## src/rtl/slot_trap_pkg.sv

```systemverilog
package slot_trap_pkg;

   // Opcode pattern: an opcode matches when (opcode & mask) == value.
   typedef struct packed {
      logic [15:0] mask;
      logic [15:0] value;
   } op_rule_t;

   localparam int OP_W = 16;

   // Instructions that alter the program counter.
   localparam int N_FLOW = 15;
   localparam op_rule_t FLOW_RULES [N_FLOW] = '{
      '{16'hF000, 16'hA000},   // relative branch
      '{16'hF000, 16'hB000},   // relative call
      '{16'hFF00, 16'h8900},   // conditional branch, true
      '{16'hFF00, 16'h8B00},   // conditional branch, false
      '{16'hFF00, 16'h8D00},   // delayed conditional branch, true
      '{16'hFF00, 16'h8F00},   // delayed conditional branch, false
      '{16'hF0FF, 16'h402B},   // register jump
      '{16'hF0FF, 16'h400B},   // register call
      '{16'hF0FF, 16'h0023},   // register-relative branch
      '{16'hF0FF, 16'h0003},   // register-relative call
      '{16'hFFFF, 16'h000B},   // subroutine return
      '{16'hFFFF, 16'h002B},   // exception return
      '{16'hFF00, 16'hC300},   // software trap
      '{16'hF0FF, 16'h400E},   // status load from register
      '{16'hF0FF, 16'h4007}    // status load from memory, post-increment
   };

   // Loads and address generation relative to the program counter.
   localparam int N_PCREL = 3;
   localparam op_rule_t PCREL_RULES [N_PCREL] = '{
      '{16'hFF00, 16'hC700},
      '{16'hF000, 16'h9000},
      '{16'hF000, 16'hD000}
   };

   // Fixed system instructions, privileged.
   localparam int N_SYS = 3;
   localparam op_rule_t SYS_RULES [N_SYS] = '{
      '{16'hFFFF, 16'h0038},   // translation buffer load
      '{16'hFFFF, 16'h001B},   // sleep
      '{16'hFFFF, 16'h002B}    // exception return
   };

   // Control-register transfer families; the selector in bits [7:4]
   // picks the register.
   localparam int N_CTL = 4;
   localparam op_rule_t CTL_RULES [N_CTL] = '{
      '{16'hF00F, 16'h400E},   // load from register
      '{16'hF00F, 16'h4007},   // load from memory
      '{16'hF00F, 16'h0002},   // store to register
      '{16'hF00F, 16'h4003}    // store to memory
   };

   localparam logic [3:0]  GLOBAL_BASE_SEL = 4'h1;
   localparam logic [15:0] RESERVED_TRAP_OP = 16'hFFFD;

endpackage

```

## src/rtl/slot_op_decoder.sv

```systemverilog
module slot_op_decoder
   import slot_trap_pkg::*;
(
   input  logic [OP_W-1:0] op_i,
   output logic            undef_o,
   output logic            flow_o,
   output logic            pcrel_o,
   output logic            priv_o
);

   logic [N_FLOW-1:0]  flow_hit;
   logic [N_PCREL-1:0] pcrel_hit;
   logic [N_SYS-1:0]   sys_hit;
   logic [N_CTL-1:0]   ctl_hit;
   logic               global_base_sel;

   for (genvar i = 0; i < N_FLOW; i++) begin : g_flow
      assign flow_hit[i] = (op_i & FLOW_RULES[i].mask) == FLOW_RULES[i].value;
   end

   for (genvar i = 0; i < N_PCREL; i++) begin : g_pcrel
      assign pcrel_hit[i] = (op_i & PCREL_RULES[i].mask) == PCREL_RULES[i].value;
   end

   for (genvar i = 0; i < N_SYS; i++) begin : g_sys
      assign sys_hit[i] = (op_i & SYS_RULES[i].mask) == SYS_RULES[i].value;
   end

   for (genvar i = 0; i < N_CTL; i++) begin : g_ctl
      assign ctl_hit[i] = (op_i & CTL_RULES[i].mask) == CTL_RULES[i].value;
   end

   assign global_base_sel = (op_i[7:4] == GLOBAL_BASE_SEL);

   assign undef_o = (op_i == RESERVED_TRAP_OP);
   assign flow_o  = |flow_hit;
   assign pcrel_o = |pcrel_hit;
   assign priv_o  = (|sys_hit) | ((|ctl_hit) & ~global_base_sel);

endmodule

```

## src/rtl/slot_trap_policy.sv

```systemverilog
module slot_trap_policy (
   input  logic slot_i,
   input  logic priv_mode_i,
   input  logic undef_i,
   input  logic flow_i,
   input  logic pcrel_i,
   input  logic priv_i,
   output logic fault_o
);

   logic always_bad;
   logic mode_bad;

   // Classes forbidden in a slot whatever the mode.
   assign always_bad = undef_i | flow_i | pcrel_i;
   // System classes forbidden only in user mode.
   assign mode_bad   = priv_i & ~priv_mode_i;
   // Several causes still raise a single fault.
   assign fault_o    = slot_i & (always_bad | mode_bad);

endmodule

```

## src/rtl/slot_trap_commit.sv

```systemverilog
module slot_trap_commit #(
   parameter int             XLEN       = 32,
   parameter int             INSN_BYTES = 2,
   parameter logic [XLEN-1:0] EVT_CODE  = 'h1A0,
   parameter logic [XLEN-1:0] VEC_OFF   = 'h100,
   parameter logic [XLEN-1:0] SET_MASK  = '0
) (
   input  logic            clk,
   input  logic            rst_n,
   input  logic            fault_i,
   input  logic [XLEN-1:0] pc_i,
   input  logic [XLEN-1:0] sr_i,
   input  logic [XLEN-1:0] sp_i,
   input  logic [XLEN-1:0] vbr_i,
   output logic            trap_o,
   output logic [XLEN-1:0] saved_pc_o,
   output logic [XLEN-1:0] saved_sr_o,
   output logic [XLEN-1:0] saved_sp_o,
   output logic [XLEN-1:0] event_code_o,
   output logic [XLEN-1:0] status_o,
   output logic [XLEN-1:0] redirect_pc_o
);

   localparam logic [XLEN-1:0] BACK_STEP = XLEN'(INSN_BYTES);

   logic [XLEN-1:0] branch_pc;
   logic [XLEN-1:0] vector_pc;

   assign branch_pc = pc_i - BACK_STEP;
   assign vector_pc = vbr_i + VEC_OFF;

   always_ff @(posedge clk or negedge rst_n) begin
      if (!rst_n) begin
         trap_o        <= 1'b0;
         saved_pc_o    <= '0;
         saved_sr_o    <= '0;
         saved_sp_o    <= '0;
         event_code_o  <= '0;
         status_o      <= '0;
         redirect_pc_o <= '0;
      end else begin
         trap_o <= fault_i;
         if (fault_i) begin
            saved_pc_o    <= branch_pc;
            saved_sr_o    <= sr_i;
            saved_sp_o    <= sp_i;
            event_code_o  <= EVT_CODE;
            status_o      <= sr_i | SET_MASK;
            redirect_pc_o <= vector_pc;
         end
      end
   end

endmodule

```

## src/rtl/slot_trap_unit.sv

```systemverilog
module slot_trap_unit #(
   parameter int              XLEN       = 32,
   parameter int              INSN_BYTES = 2,
   parameter int              MODE_BIT   = 30,
   parameter int              BANK_BIT   = 29,
   parameter int              BLOCK_BIT  = 28,
   parameter logic [XLEN-1:0] EVT_CODE   = 'h1A0,
   parameter logic [XLEN-1:0] VEC_OFF    = 'h100
) (
   input  logic            clk,
   input  logic            rst_n,
   input  logic            slot_valid_i,
   input  logic [15:0]     opcode_i,
   input  logic [XLEN-1:0] pc_i,
   input  logic [XLEN-1:0] sr_i,
   input  logic [XLEN-1:0] r15_i,
   input  logic [XLEN-1:0] vbr_i,
   output logic            trap_o,
   output logic [XLEN-1:0] saved_pc_o,
   output logic [XLEN-1:0] saved_sr_o,
   output logic [XLEN-1:0] saved_sp_o,
   output logic [XLEN-1:0] event_code_o,
   output logic [XLEN-1:0] status_o,
   output logic [XLEN-1:0] redirect_pc_o
);

   localparam logic [XLEN-1:0] ONE      = XLEN'(1);
   localparam logic [XLEN-1:0] SET_MASK = (ONE << MODE_BIT) | (ONE << BANK_BIT)
                                        | (ONE << BLOCK_BIT);

   // Elaboration-time parameter checks.
   if (XLEN < 16) begin : g_bad_xlen
      $error("slot_trap_unit: XLEN must be at least 16");
   end
   if (MODE_BIT >= XLEN || BANK_BIT >= XLEN || BLOCK_BIT >= XLEN) begin : g_bad_bit
      $error("slot_trap_unit: status bit position outside XLEN");
   end
   if (MODE_BIT == BANK_BIT || MODE_BIT == BLOCK_BIT || BANK_BIT == BLOCK_BIT) begin : g_dup_bit
      $error("slot_trap_unit: status bit positions must differ");
   end
   if (INSN_BYTES < 1) begin : g_bad_step
      $error("slot_trap_unit: INSN_BYTES must be positive");
   end

   logic is_undef;
   logic is_flow;
   logic is_pcrel;
   logic is_priv;
   logic fault;

   slot_op_decoder u_dec (
      .op_i    (opcode_i),
      .undef_o (is_undef),
      .flow_o  (is_flow),
      .pcrel_o (is_pcrel),
      .priv_o  (is_priv)
   );

   slot_trap_policy u_pol (
      .slot_i      (slot_valid_i),
      .priv_mode_i (sr_i[MODE_BIT]),
      .undef_i     (is_undef),
      .flow_i      (is_flow),
      .pcrel_i     (is_pcrel),
      .priv_i      (is_priv),
      .fault_o     (fault)
   );

   slot_trap_commit #(
      .XLEN       (XLEN),
      .INSN_BYTES (INSN_BYTES),
      .EVT_CODE   (EVT_CODE),
      .VEC_OFF    (VEC_OFF),
      .SET_MASK   (SET_MASK)
   ) u_commit (
      .clk           (clk),
      .rst_n         (rst_n),
      .fault_i       (fault),
      .pc_i          (pc_i),
      .sr_i          (sr_i),
      .sp_i          (r15_i),
      .vbr_i         (vbr_i),
      .trap_o        (trap_o),
      .saved_pc_o    (saved_pc_o),
      .saved_sr_o    (saved_sr_o),
      .saved_sp_o    (saved_sp_o),
      .event_code_o  (event_code_o),
      .status_o      (status_o),
      .redirect_pc_o (redirect_pc_o)
   );

endmodule

```

## config.mk

```make
export PLATFORM = sky130hd
export DESIGN_NAME = slot_trap_unit
export DESIGN_NICKNAME = d
export VERILOG_FILES = /design/src/rtl/slot_trap_pkg.sv /design/src/rtl/slot_op_decoder.sv /design/src/rtl/slot_trap_policy.sv /design/src/rtl/slot_trap_commit.sv /design/src/rtl/slot_trap_unit.sv
export SDC_FILE = /design/constraint.sdc
export NUM_CORES = 1
export LEC_CHECK = 0
export BUFFER_PORTS_ARGS = -buffer_cell sky130_fd_sc_hd__buf_2
export CAP_MARGIN = 20
export CORE_MARGIN = 5
export CORE_UTILIZATION = 42
export DETAILED_ROUTE_END_ITERATION = 10
export PLACE_DENSITY = 0.74
export SLEW_MARGIN = 25
export SYNTH_ARGS = -nofsm -noshare
export SYNTH_HDL_FRONTEND = slang
export SYNTH_SLANG_ARGS = --single-unit
```

## constraint.sdc

```tcl
create_clock -name clk -period 0.9 [get_ports clk]
set_clock_uncertainty 0.15 [all_clocks]
set_input_delay 0.045 -clock clk [delete_from_list [all_inputs] [get_ports clk]]
set_output_delay 0.045 -clock clk [all_outputs]
set_load 0.01 [all_outputs]
```

; ---- Word-level counts from Yosys, hierarchy flattened
; Index checks and enable logic that the tools add are counted.
[op_classes]
add_sub_neg = 2
n_eq_ne = 26
bitwise_logic = 9
n_reduce_logical = 4
[ops]
columns = operator, count
row1 = "== test 12 x 11 -> 1 bit, second input constant", 4
row2 = "== test 8 bit, second input constant", 6
row3 = "adder 32 x 9 -> 32 bit, second input constant", 1
row4 = "== test 16 x 6 -> 1 bit, second input constant", 2
row5 = "subtractor 32 x 2 -> 32 bit, second input constant", 1
row6 = "== test 8 x 7 -> 1 bit, second input constant", 3
row7 = "== test 16 bit, second input constant", 1
row8 = "== test 16 x 4 -> 1 bit, second input constant", 1
row9 = "== test 16 x 5 -> 1 bit, second input constant", 1
row10 = "== test 4 bit, second input constant", 4
row11 = OR reduction 15 bit, 1
row12 = "== test 12 x 2 -> 1 bit, second input constant", 1
row13 = "== test 12 x 6 -> 1 bit, second input constant", 1
row14 = "== test 8 x 2 -> 1 bit, second input constant", 1
row15 = OR reduction 3 bit, 2
row16 = "== test 4 x 1 -> 1 bit, second input constant", 1
row17 = bitwise OR 1 bit, 4
row18 = OR reduction 4 bit, 1
row19 = bitwise AND 1 bit, 3
row20 = inverter 1 bit, 2
[totals]
ff_bits = 162
inputBits = 147
out_inout_bits = 193
wordCells = 48

; ---- Longest topological paths before layout
; Gate-level depths: netlist (run 1).
[depth]
word_depth = 7
mapped_depth = 9
depth_no_buf = 8

; ---- By module
; From an unflattened synthesis (run 1), not the netlist that was laid out.
[hier_totals]
hier_cells = 604
area_unflattened_um2 = 6492.5
[modules_own_cells]
columns = module, instances, cells_per_inst, area_per_inst_um2, seq_area_each_um2
row1 = slot_trap_commit, 1, 561, 6212.2, 3253.1
row2 = slot_op_decoder, 1, 41, 262.8, 0.0
row3 = slot_trap_policy, 1, 2, 17.5, 0.0

; ---- Worst setup path after synthesis (run 1)
; OpenSTA, ideal clock, no wires.
[synth_path]
path_type = in2reg
start = in pc_i[4]
end = reg u_commit.saved_pc_o[16]
setup_time_ns = 0.128
t_arrival_ns = 1.833
required_time_ns = 0.622
slack_ns = -1.210
stages = 7
path_buffers = 1
path_cell_list = or4_1 -> buf_2 -> nor4b_4 -> inv_1 -> or3_1 -> xnor2_1 -> mux2_1
[synth_via]
elab_chain_len = 1
[synth_lines]
columns = element, line_no
row1 = "start, declared", slot_trap_unit.sv:14  ; input logic [XLEN-1:0] pc_i,
row2 = subtractor 32 x 2 -> 32 bit, slot_trap_commit.sv:29  ; assign branch_pc = pc_i - BACK_STEP;
row3 = "end signal, assigned", slot_trap_commit.sv:44  ; saved_pc_o <= branch_pc;
row4 = "end, declared", slot_trap_commit.sv:16  ; output logic [XLEN-1:0] saved_pc_o,
; No other way between the ends.
; A chain may end at the register's enable or synchronous reset.

; ---- Worst setup path after layout (run 1)
[layout_path]
start = in sr_i[30]
end = reg u_commit.status_o[2]
[layout_via]
elab_chain_len = 4
[layout_lines]
columns = element, line_no
row1 = "start, declared", slot_trap_unit.sv:15  ; input logic [XLEN-1:0] sr_i,
row2 = inverter 1 bit, slot_trap_policy.sv:17  ; assign mode_bad = priv_i & ~priv_mode_i;
row3 = bitwise AND 1 bit, slot_trap_policy.sv:17
row4 = bitwise OR 1 bit, slot_trap_policy.sv:19  ; assign fault_o = slot_i & (always_bad | mode_bad);
row5 = bitwise AND 1 bit, slot_trap_policy.sv:19
row6 = "end signal, assigned", slot_trap_commit.sv:48  ; status_o <= sr_i | SET_MASK;
row7 = "end, declared", slot_trap_commit.sv:20  ; output logic [XLEN-1:0] status_o,
; No other way between the ends.

==> results of run 1 <==
registers in the layout (all words and copies together) (netlist names):
register,cells
u_commit.redirect_pc_o,32
u_commit.saved_pc_o,32
u_commit.saved_sp_o,32
u_commit.status_o,30
u_commit.saved_sr_o,3
u_commit.trap_o,1
stage by stage:
step / total power [mW] / std cells
2_1_floorplan: 11.7 / 543
3_3_place_gp: 14.9 / 1141
3_5_place_dp: 15.1 / 1141
4_1_cts: 26.0 / 1324
5_1_grt: 28.6 / 1356
6_report: 27.7 / 1358
critical path, cell delays in order:
cell,delay [ns]
buf_6,0.09
or4_4,0.54
a31oi_1,0.21
nand4_1,0.17
o31ai_2,0.12
o21ai_4,0.11
inv_6,0.11
buf_12,0.13
buf_12,0.11
buf_16,0.12
mux2_2,0.36
per-layer routing:
layer,vias up,part of all wire,routed length (um)
li1,2949,-,-
met1,3272,0.36,10700
met2,402,0.51,15200
met3,108,0.079,2360
met4,0,0.057,1720
met5,-,0,0
cell type report:
cell class	count	area [um2]
repair buffers	642	5680
multi-input cells	325	3130
flip-flops and latches	130	3250
diodes	2	5.00
repair inverters	1	11.3
clock buffers	18	429
inverters	10	42.5
well taps	216	270
fillers	745	2740
clock inverters	14	204
power by group through the flow:
stage	combinational [mW]	clock, mW	sequential, mW
after floorplan	2.93	0	8.77
after global placement	6.90	0	8.04
after detailed placement	7.05	0	8.08
after CTS	10.4	7.51	8.12
after global routing	12.2	7.90	8.54
final	11.7	7.55	8.44
cell usage after synthesis (5+ instances only):
cell type / count / area share
buf_12: 6 / 0.018
buf_4: 70 / 0.078
dfrtp_1: 130 / 0.48
inv_1: 9 / 0.0050
mux2_2: 74 / 0.12
mux2_4: 48 / 0.11
nand2_1: 19 / 0.011
nand3_1: 13 / 0.0097
nand4_1: 8 / 0.0074
nor2_1: 16 / 0.0089
nor3_1: 7 / 0.0052
nor4_1: 9 / 0.0084
or3_1: 5 / 0.0047
or4_1: 7 / 0.0078
xnor2_1: 27 / 0.035
xor2_1: 22 / 0.029
timing repair:
item | CTS | global route
gates resized for setup | 221 | 46
cloned | 8 | 1
setup endpoints to repair | 294 | 294
pin swaps | 5 | 6
hold endpoints to repair | 250 | 44
buffers inserted | 70 | 32
how the worst min path moves through the flow:
stage                    from                                endpoint  slack [ns]  depth (start not counted)
finish              vbr_i[31]  u_commit.redirect_pc_o[31]$_DFFE_PN0P_       -0.15                          3
global route        vbr_i[31]  u_commit.redirect_pc_o[31]$_DFFE_PN0P_       -0.16                          3
CTS                 vbr_i[31]  u_commit.redirect_pc_o[31]$_DFFE_PN0P_       -0.17                          3
detailed placement      rst_n       u_commit.status_o[27]$_DFFE_PN0P_       -0.25                          1
global placement        rst_n       u_commit.status_o[27]$_DFFE_PN0P_       -0.25                          1
floorplan               rst_n   u_commit.redirect_pc_o[0]$_DFFE_PN0P_       -0.40                          0
kinds of logic (layout without fill, tap and decap cells):
kind of cell | after synthesis | in the layout | share of synthesized area
flip-flops | 130 | 130 | 0.484
multiplexers | 127 | 127 | 0.239
AND/OR/NAND/NOR | 103 | 103 | 0.0878
buffers and inverters | 88 | 685 | 0.103
XOR/XNOR | 49 | 49 | 0.0638
AO/OA/AOI/OAI | 15 | 15 | 0.0181
adder cells (fa/ha/maj) | 2 | 2 | 0.00372
other | 1 | 31 | 0.000558
==> impl_metrics.json, run 1 <==
{
  "outcome": "complete, but fails checks",
  "failed_checks": "hold timing, setup timing",
  "grt_pass1_wl_um": 39500,
  "gr-max-usage-layer": "met2",
  "reg2reg_to": "u_commit.status_o[11]$_DFFE_PN0P_",
  "rows": 46,
  "global_route.usage.met1": 0.305,
  "fmax_mhz": 503,
  "ys.flop_type": "dfrtp_1",
  "min_period_over_period": 2.21,
  "maxSlewViolCount": 0,
  "final-setup-viol-count": 294,
  "remaining_drc_errors": 0,
  "worstSetupPathType": "in -> reg",
  "final_common_cell": "buf_6",
  "nNetsFinal": 1276,
  "ys_ff_latch": 130,
  "netlist_area_um2": 6720,
  "crit_fanout": 6,
  "place_ws_ns": -1.42,
  "hold_class": "in -> reg",
  "totalWireLength_um": 29900,
  "p_int_mw": 19.3,
  "cts_tree": "built",
  "drv_cap": 0,
  "cellLeakagePower_nw": 6.47,
  "fin_hold_ws_ns": -0.152,
  "synth_async_sr_flop_share": 1.00,
  "grt_pass1_vias": 7001,
  "wire_per_inst_um": 22.0,
  "met2_usage": 0.500,
  "syn_avg_cell_area_um2": 13.1,
  "reg2reg_slack_ns": -0.34,
  "fin_area_um2": 13000,
  "portBuffers": 310,
  "area_delta_synth_final_pct": 93.8,
  "ant_nets": 0,
  "initial_core_util": 0.426,
  "swShare": 0.303,
  "crit_path_end": "u_commit.status_o[2]$_DFFE_PN0P_",
  "cts_sinks": 130,
  "post-route-util": 0.826,
  "drt-vias-per-instance": 4.96,
  "power.switching_mw": 8.41,
  "pwr-share-clk": 0.272,
  "die_area_um2": 18600,
  "place.detailed.hpwl_um": 15300,
  "seq_area_frac_synth": 0.484,
  "r2r_start": "u_commit.status_o[11]$_DFFE_PN0P_",
  "htree_num_levels": 4,
  "cts_buffers": 17,
  "track_usage": 0.281,
  "grt_max_degree": 35,
  "worstRegToRegCells": 3,
  "layout_common_cells": "buf_6 (192), buf_2 (175), buf_4 (174)",
  "gp_congestion": 0.876,
  "hold_buffers": 75,
  "core-area_um2": 15800,
  "clk_latency_ns": 0.41,
  "root_buffer": "clkbuf_16",
  "worstSetupStartpoint": "sr_i[30]",
  "ir_worst_vdd_v": 0.00161,
  "synth_cells": 515,
  "synth_edf_count": 0,
  "power_density_nw_per_um2": 2130,
  "drive_gt1_frac": 0.652,
  "die_h_um": 137,
  "setup_slack_ns": -1.09,
  "via_count": 6731,
  "cp-start-kind": "input pin",
  "rsz0062_at_grt": "true",
  "cts_buffer_depth": 2,
  "drt_first_pass_iters": 4,
  "finalHoldViolCount": 49,
  "worstPathArrival_ns": 2.13,
  "overflow": 0,
  "antenna_found_initial": 0,
  "drt_iter0_drc": 357,
  "met3_usage": 0.0816,
  "placed_cell_area_um2": 9360,
  "fp.dieW_um": 137,
  "yosys.cell_types.count": 45,
  "p_seq_frac": 0.304,
  "fin_tns_setup_ns": -174.81,
  "combPwrFrac": 0.424,
  "path_clk_slew_ns": 0.07,
  "io_pins": 340,
  "yosysWarningCount": 0,
  "crit_required_ns": 1.05,
  "period_minus_slack_ns": 1.99,
  "crit_path_end_kind": "flip-flop"
}
No activity file was read; power rests on OpenSTA's default activity.
==> run 2: changes to the inputs <==
--- a/config.mk
+++ b/config.mk
@@ -9,6 +9,7 @@
 export CAP_MARGIN = 20
 export CORE_MARGIN = 5
 export CORE_UTILIZATION = 42
+export CTS_BUF_LIST = sky130_fd_sc_hd__clkbuf_16
 export DETAILED_ROUTE_END_ITERATION = 10
 export PLACE_DENSITY = 0.74
 export SLEW_MARGIN = 25
==> run 2 against run 1 <==
The flow still finishes with violations (hold timing, setup timing). Final cell count shrank 0.96%. Total power decreased by 0.31%. Largest cell class unchanged. Sequential cell count is the same. Highest routed layer unchanged. Hold slack barely moved. Worst setup slack better by 0.14 ns. Sequential power about the same. Non-clock buffer count fell by 15. Combinational power barely moved.
==> impl_metrics.json, run 2 (synthesis gave the netlist of run 1 again) <==
{
  "clk_latency_ns": 0.41,
  "maxSlewViolCount": 0,
  "portBuffers": 310,
  "track_usage": 0.260,
  "grt_max_degree": 35,
  "multiInputGateArea_um2": 3190,
  "grt_pass1_wl_um": 37100,
  "antenna_found_initial": 3,
  "rows": 46,
  "drt-vias-per-instance": 4.94,
  "cp-start-kind": "input pin",
  "die_h_um": 137,
  "final-setup-viol-count": 294,
  "remaining_drc_errors": 0,
  "overflow": 0,
  "crit_cells": 9,
  "dp_cells": 1141,
  "worstPathArrival_ns": 2.00,
  "nNetsFinal": 1261,
  "post-route-util": 0.810,
  "hold_class": "in -> reg",
  "crit_buf_inv": 4,
  "path_clk_slew_ns": 0.06,
  "area.sequential_um2": 3250,
  "worstRegToRegCells": 3,
  "totalWireLength_um": 29200,
  "core-area_um2": 15800,
  "num-fill-cells": 800,
  "cp_slowest_cell": "or4b_4",
  "worstSetupPathType": "in -> reg",
  "drive_gt1_frac": 0.644,
  "place.detailed.hpwl_um": 15300,
  "area_delta_synth_final_pct": 89.9,
  "max_stage_delay_ns": 0.51,
  "placed_cell_area_um2": 9360,
  "power_density_nw_per_um2": 2170,
  "root_buffer": "clkbuf_16",
  "via_count": 6642,
  "cp_top_family": "simple AND/OR/NAND/NOR gates",
  "crit_required_ns": 1.05,
  "ir_worst_vdd_v": 0.00168,
  "gp_congestion": 0.876,
  "failed_checks": "hold timing, setup timing",
  "cts_buffers": 17,
  "drv_cap": 0,
  "wire_per_inst_um": 21.7,
  "reg2reg_to": "u_commit.status_o[17]$_DFFE_PN0P_",
  "cellLeakagePower_nw": 6.38,
  "io_pins": 340,
  "die_area_um2": 18600,
  "hold_buffers": 76,
  "fp.dieW_um": 137,
  "htree_num_levels": 4,
  "drt_iter0_drc": 273,
  "cts_buffer_depth": 2,
  "critical_path.cell_chain": "buf_6 -> buf_6 -> or4b_4 -> nand4_1 -> o31ai_4 -> o21ai_4 -> clkinv_4 -> buf_6 -> mux2_4",
  "crit_path_end": "u_commit.redirect_pc_o[5]$_DFFE_PN0P_",
  "reg2reg_slack_ns": -0.35,
  "final_common_cell": "buf_6",
  "ant_nets": 0,
  "fmax_mhz": 540,
  "fin_area_um2": 12800,
  "crit_path_end_kind": "flip-flop",
  "setup_slack_ns": -0.953,
  "cts_tree": "built",
  "layout_common_cells": "buf_6 (184), buf_2 (178), buf_4 (174)",
  "crit_fanout": 8,
  "fin_cells": 1345,
  "finalHoldViolCount": 43,
  "initial_core_util": 0.426,
  "fin_hold_ws_ns": -0.152,
  "min_period_over_period": 2.06,
  "worstSetupStartpoint": "opcode_i[7]",
  "crit_top_cell": "buf_6",
  "grt_pass1_vias": 6749,
  "r2r_start": "u_commit.status_o[17]$_DFFE_PN0P_",
  "cts_sinks": 130,
  "reg_top3": "u_commit.redirect_pc_o (32), u_commit.saved_pc_o (32), u_commit.saved_sp_o (32)",
  "rsz0062_at_grt": "true",
  "outcome": "complete, but fails checks",
  "period_minus_slack_ns": 1.85,
  "drt_first_pass_iters": 4
}
[run 2: area by class of cell]
class / count / area share
inverters: 10 / 0.00353
clock inverters: 15 / 0.0163
clock buffers: 17 / 0.0333
repair buffers: 627 / 0.420
flip-flops and latches: 130 / 0.255
diodes: 4 / 0.000784
well taps: 216 / 0.0212
repair inverters: 1 / 0.000686
multi-input cells: 325 / 0.250
[run 2: worst min path at each step]
stage / from / to / slack (ns) / cells past startpoint
floorplan: rst_n / u_commit.redirect_pc_o[0]$_DFFE_PN0P_ / -0.40 / 0
global placement: rst_n / u_commit.status_o[27]$_DFFE_PN0P_ / -0.25 / 1
CTS: vbr_i[31] / u_commit.redirect_pc_o[31]$_DFFE_PN0P_ / -0.17 / 3
global route: vbr_i[31] / u_commit.redirect_pc_o[31]$_DFFE_PN0P_ / -0.16 / 3
finish: vbr_i[31] / u_commit.redirect_pc_o[31]$_DFFE_PN0P_ / -0.15 / 3
detailed placement: rst_n / u_commit.status_o[27]$_DFFE_PN0P_ / -0.25 / 1
[run 2: timing repair]
item,CTS,global route
hold endpoints to repair,250,40
resized for setup,188,78
endpoints found under the setup margin,294,294
gates cloned,2,4
buffers inserted,52,35
[run 2: stage by stage]
step,setup TNS [ns],total power [mW],setup slack (ns)
6_report,-165.21,27.6,-0.953
2_1_floorplan,-137.98,11.7,-1.15
5_1_grt,-174.97,28.5,-0.994
3_5_place_dp,-175.82,15.1,-1.42
4_1_cts,-154.71,25.6,-0.887
3_3_place_gp,-168.21,14.9,-1.35
[run 2: worst min-delay path: stages]
cell and delay [ns]:
buf_2 0.09, xnor2_1 0.11, mux2_4 0.13
[run 2: routing by layer]
layer	part of all wire	wire, um	vias to the layer above	track usage
met5	0	0	-	0
li1	-	-	2912	-
met1	0.36	10500	3253	0.279
met4	0.044	1280	0	0.0913
met2	0.52	15100	384	0.484
met3	0.082	2380	93	0.0768
[run 2: power breakdown]
group          internal, mW  switching (mW)  total [mW]
clock                  4.68            2.88        7.56
combinational          7.32            4.33        11.7
sequential             7.25            1.18        8.43
total                  19.3            8.39        27.6
